$ cat config.mk
export PLATFORM = sky130hd
export DESIGN_NAME = galois_lfsr_gen
export DESIGN_NICKNAME = d
export VERILOG_FILES = /design/src/rtl/lfsr_gen_pkg.sv /design/src/rtl/lfsr_seed_guard.sv /design/src/rtl/lfsr_galois_next.sv /design/src/rtl/lfsr_fib_next.sv /design/src/rtl/galois_lfsr_gen.sv
export SDC_FILE = /design/constraint.sdc
export NUM_CORES = 1
export LEC_CHECK = 0
export ABC_AREA = 1
export ABC_CLOCK_PERIOD_IN_PS = 1070
export BUFFER_PORTS_ARGS = -buffer_cell sky130_fd_sc_hd__buf_2
export CAP_MARGIN = 30
export CORE_AREA = 3 3 40 42
export DETAILED_ROUTE_END_ITERATION = 10
export DIE_AREA = 0 0 43 45
export GPL_ROUTABILITY_DRIVEN = 0
export MAX_ROUTING_LAYER = met4
export PLACE_DENSITY = 0.65
export SYNTH_ARGS = -nofsm -noshare
export SYNTH_HDL_FRONTEND = slang
export SYNTH_SLANG_ARGS = --single-unit
$ cat constraint.sdc
create_clock -name clk_i -period 1.07 [get_ports clk_i]
set_input_delay 0.214 -clock clk_i [delete_from_list [all_inputs] [get_ports clk_i]]
set_output_delay 0.214 -clock clk_i [all_outputs]
set_load 0.02 [all_outputs]
$ cat src/rtl/lfsr_gen_pkg.sv
package lfsr_gen_pkg;

   typedef enum logic {
      LFSR_GALOIS    = 1'b0,
      LFSR_FIBONACCI = 1'b1
   } lfsr_form_e;

   // Counts the set bits of a tap mask (at most 64 stages considered).
   function automatic int unsigned tap_count(input logic [63:0] mask);
      int unsigned n;
      n = 0;
      for (int i = 0; i < 64; i++) begin
         n += int'(mask[i]);
      end
      return n;
   endfunction

endpackage

$ cat src/rtl/lfsr_seed_guard.sv
// Replaces an all-zero seed with a safe non-zero value.
module lfsr_seed_guard #(
   parameter int unsigned      WIDTH     = 8,
   parameter logic [WIDTH-1:0] SAFE_SEED = 1
) (
   input  logic [WIDTH-1:0] seed_i,
   output logic [WIDTH-1:0] seed_o
);

   if (SAFE_SEED == '0) begin : g_bad_safe
      $error("lfsr_seed_guard: SAFE_SEED must be non-zero");
   end

   logic seed_zero;

   assign seed_zero = ~|seed_i;
   assign seed_o    = seed_zero ? SAFE_SEED : seed_i;

endmodule

$ cat src/rtl/lfsr_galois_next.sv
// Galois step: shift toward stage 0; the leaving bit is XORed into every tapped stage at once.
module lfsr_galois_next #(
   parameter int unsigned      WIDTH = 8,
   parameter logic [WIDTH-1:0] MASK  = 8'hB8
) (
   input  logic [WIDTH-1:0] cur_i,
   output logic [WIDTH-1:0] nxt_o,
   output logic             out_o
);

   logic leave;

   assign leave = cur_i[0];
   assign out_o = leave;

   for (genvar i = 0; i < WIDTH; i++) begin : g_stage
      if (i == WIDTH - 1) begin : g_top
         // The top stage has no upstream neighbour.
         assign nxt_o[i] = MASK[i] & leave;
      end else if (MASK[i]) begin : g_tap
         // A tapped stage gets its single XOR gate.
         assign nxt_o[i] = cur_i[i+1] ^ leave;
      end else begin : g_pass
         assign nxt_o[i] = cur_i[i+1];
      end
   end

endmodule

$ cat src/rtl/lfsr_fib_next.sv
// Fibonacci step: shift toward the top stage; the parity of the taps enters stage 0.
module lfsr_fib_next #(
   parameter int unsigned      WIDTH = 8,
   parameter logic [WIDTH-1:0] MASK  = 8'hB8
) (
   input  logic [WIDTH-1:0] cur_i,
   output logic [WIDTH-1:0] nxt_o,
   output logic             out_o
);

   logic [WIDTH-1:0] tapped;
   logic             parity;

   assign tapped = cur_i & MASK;
   assign parity = ^tapped;
   assign out_o  = cur_i[WIDTH-1];
   assign nxt_o  = {cur_i[WIDTH-2:0], parity};

endmodule

$ cat src/rtl/galois_lfsr_gen.sv
module galois_lfsr_gen
   import lfsr_gen_pkg::*;
#(
   parameter int unsigned      WIDTH      = 8,
   parameter logic [WIDTH-1:0] MASK       = 8'hB8,
   parameter logic [WIDTH-1:0] RESET_SEED = 1,
   parameter lfsr_form_e       FORM       = LFSR_GALOIS
) (
   input  logic             clk_i,
   input  logic             rst_ni,
   input  logic             load_i,
   input  logic [WIDTH-1:0] seed_i,
   input  logic             step_i,
   output logic [WIDTH-1:0] state_o,
   output logic             bit_o
);

   localparam int unsigned TAPS      = tap_count(64'(MASK));
   localparam int unsigned XOR_GATES = TAPS - 1;

   if (WIDTH < 2 || WIDTH > 64) begin : g_bad_width
      $error("galois_lfsr_gen: WIDTH must be in 2..64");
   end
   if (RESET_SEED == '0) begin : g_bad_reset
      $error("galois_lfsr_gen: RESET_SEED must be non-zero");
   end
   if (!MASK[WIDTH-1]) begin : g_bad_mask
      $error("galois_lfsr_gen: MASK must include the top stage");
   end
   if (XOR_GATES < 1) begin : g_bad_taps
      $error("galois_lfsr_gen: MASK needs at least two taps");
   end

   logic [WIDTH-1:0] state_q;
   logic [WIDTH-1:0] state_d;
   logic [WIDTH-1:0] shifted;
   logic [WIDTH-1:0] seed_safe;
   logic             leave_bit;

   lfsr_seed_guard #(
      .WIDTH     (WIDTH),
      .SAFE_SEED (RESET_SEED)
   ) seed_guard_i (
      .seed_i (seed_i),
      .seed_o (seed_safe)
   );

   if (FORM == LFSR_GALOIS) begin : g_galois
      lfsr_galois_next #(
         .WIDTH (WIDTH),
         .MASK  (MASK)
      ) next_i (
         .cur_i (state_q),
         .nxt_o (shifted),
         .out_o (leave_bit)
      );
   end else begin : g_fibonacci
      lfsr_fib_next #(
         .WIDTH (WIDTH),
         .MASK  (MASK)
      ) next_i (
         .cur_i (state_q),
         .nxt_o (shifted),
         .out_o (leave_bit)
      );
   end

   // Load wins over step; otherwise hold.
   always_comb begin
      state_d = state_q;
      if (load_i) begin
         state_d = seed_safe;
      end else if (step_i) begin
         state_d = shifted;
      end
   end

   always_ff @(posedge clk_i or negedge rst_ni) begin
      if (!rst_ni) begin
         state_q <= RESET_SEED;
      end else begin
         state_q <= state_d;
      end
   end

   assign state_o = state_q;
   assign bit_o   = leave_bit;

endmodule

==> results.md <==
- Status: finished with violations
- Failing checks: setup timing
- Core area: 1285 um2
- Fin crit period: 1135 ps
- Critical path launch point type: flop
- Top delay family on crit path: flip-flops
- Die Area: 1935 um2
- Vias: 433
- Max-cap violation count: 0
- Hold path endpoint: state_o[2]
- CP arrival: 920 ps
- Wire length of the first global-routing pass: 1628 um
- FMAX: 881.4 MHz
- Critical Path Start: state_o[0]
- Mapped Nets: 61
- Post-DRT Antenna Nets: 0
- Detail Placement HPWL: 796.1 um
- Placed insts: 82
- Place WS: 97.09 ps
- Die width: 43 um
- Vias/cell: 4.707
- # DRC: 0
- GR Overflow Total: 0
- Synth top cells by count: 10 x nand2_1, 7 x dfrtp_1, 6 x inv_1
- Initial antenna violation count: 0
- Rows: 13
- Hold path startpoint: seed_i[2]
- Hold slack: 195.9 ps
- Top cell type's share of synthesized area: 40.58%
- FF-to-FF End: state_o[5]
- Largest register FFs: 8
- Synth cell types: 16
- Proportion of layout cells with a drive suffix above 1: 44.16%
- TritonCTS clock tree: built
- Initial core utilization: 33.59%
- TritonCTS Sinks: 8
- Vias in the first global route: 379
- Clk_lat worst skew: 260 ps
- Gr usage total: 12.13%
- Slew @ Worst Pin: 183.6 ps
- Largest net degree at the start of global routing: 10
- Biggest area consumer among synthesized cells: dfrtp_1
- Largest stage delay on the critical path: 530 ps
- CTS clock-pin slew for the worst setup and hold paths: 60 ps
- Worst r2r path cells: 3
- Crit end category: output port
- Port bufs: 20
- YS warnings: 0
- Yosys reg bits: 8
- Pins Over Slew Limit: 0
- Count leader, synth: nand2_1
- CTS max path bufs: 2
- Leakage: 0.3222 nW
- Bufs and invs on worst path: 1
- Hold depth: 3
- Asr flop ratio synth: 100.0%
- DRT iter0 DRCs: 5
- Worst EP required: 860 ps
- Layout Nets: 90
- Io pins: 21
- PD cells: 1427 nW/um2
- RSZ-0062 raised after global routing: true
- Wire per inst: 11.49 um
- Max_slew headroom: 87.63%
- Worst hold path type: primary input to flop
- Pre-Repair DR Iteration Count: 2
- P&R area growth vs syn: 43.48%
- Most used DFF post-synth: dfrtp_1
- CP Class: flop to output port
- Slowest stage cell, crit path: dfstp_2
- Post-Layout Cell Count: 92
- Final worst slack: -64.55 ps
- Seq/Total Area, Yosys: 46.67%
- Hold Violations, Final: 0
- DIE HEIGHT: 45 um
- Synth top area cells: dfrtp_1 41%, a22oi_1 8.7%, nand2_1 8.7%, dfstp_2 6.1%, xnor2_1 6.1%
- FF-to-FF setup slack: 60 ps
- Cells after Synth: 49
- CP Max Fanout: 3
- Final wirelength: 1057 um
- Antenna diodes: 0
- H-tree levels: 1
- Fin crit share: 106.0%
- Worst r2r src: state_o[0]
- Cts bufs inserted: 3
- EDFF count, synth: 0
- Critical path, cell by cell: buf_4
- Final Skew: 5.254 ps
- Final setup viols: 2
- Mapped cell area: 431.7 um2
- Syn avg cell area: 8.809 um2
- Clock Root Buffer: clkbuf_4
- VDD IR max: 546.0 uV
worst max-delay path by stage:
stage	endpoint	slack, ps	depth (start not counted)
after floorplan	state_o[0]	60	1
after CTS	bit_o	-80	1
after detailed placement	bit_o	100	1
final	bit_o	-60	1
after global routing	bit_o	-100	1
after global placement	bit_o	100	1
per-layer routing:
metal  global-route usage, %  wire length (um)  vias to the layer above
li1                        -                 -                      217
met1                   13.15               435                      201
met2                   19.16               536                       13
met3                   4.382                69                        2
met4                   7.229                15                        0
met5                       -                 0                        -
cell type report:
class / count / area, um2
multi-input combinational: 31 / 181.4
clock buffer: 4 / 26.28
fill: 129 / 665.6
sequential: 8 / 201.4
inverter: 8 / 30.03
timing repair buffer: 26 / 161.4
tap: 15 / 18.77
cell families after synthesis:
kind of cell	synth area share, %
buffers and inverters	11.31
DFF	46.67
and+or+nand+nor	16.52
AOI/OAI and AO/OA	19.42
xor gates and xnor gates	6.088
through the flow:
step	power, mW	cell area (um2)	util (%)	TNS (ps)
global route	0.9433	619.3	48.20	-200.1
finish	0.8836	619.3	48.20	-129.0
CTS	0.8634	580.6	45.18	-152.4
global placement	0.5879	531.8	41.38	0
floorplan	0.5117	431.7	-	0
detailed placement	0.5906	531.8	41.38	0
repair_timing:
| action | in CTS | in global routing |
|---|---|---|
| endpoints found under the hold margin | 7 | 0 |
| setup endpoints to repair | 2 | 7 |
| cloned | 0 | 0 |
| resized for setup | 2 | 4 |
| buffers inserted | 1 | 4 |
| hold buffers | 1 | 0 |
cells in the final DEF, fill, tap and decap left out, drive strengths merged:
master,Yosys,layout
nor2,4,4
nand3,1,1
o22ai,1,1
dfstp,1,1
clkbuf,0,4
o21ai,5,5
xnor2,3,3
o221ai,1,1
a22oi,5,5
nand2,11,11
inv,8,8
dlygate4sd3,0,1
buf,2,25
dfrtp,7,7
power breakdown:
| part | internal (mW) | switching [mW] | total [mW] |
|---|---|---|---|
| combinational | 0.122 | 0.142 | 0.264 |
| clock | 0.143 | 0.110 | 0.253 |
| sequential | 0.340 | 0.0270 | 0.367 |
Note: power is estimated with default switching activity, not from simulation.
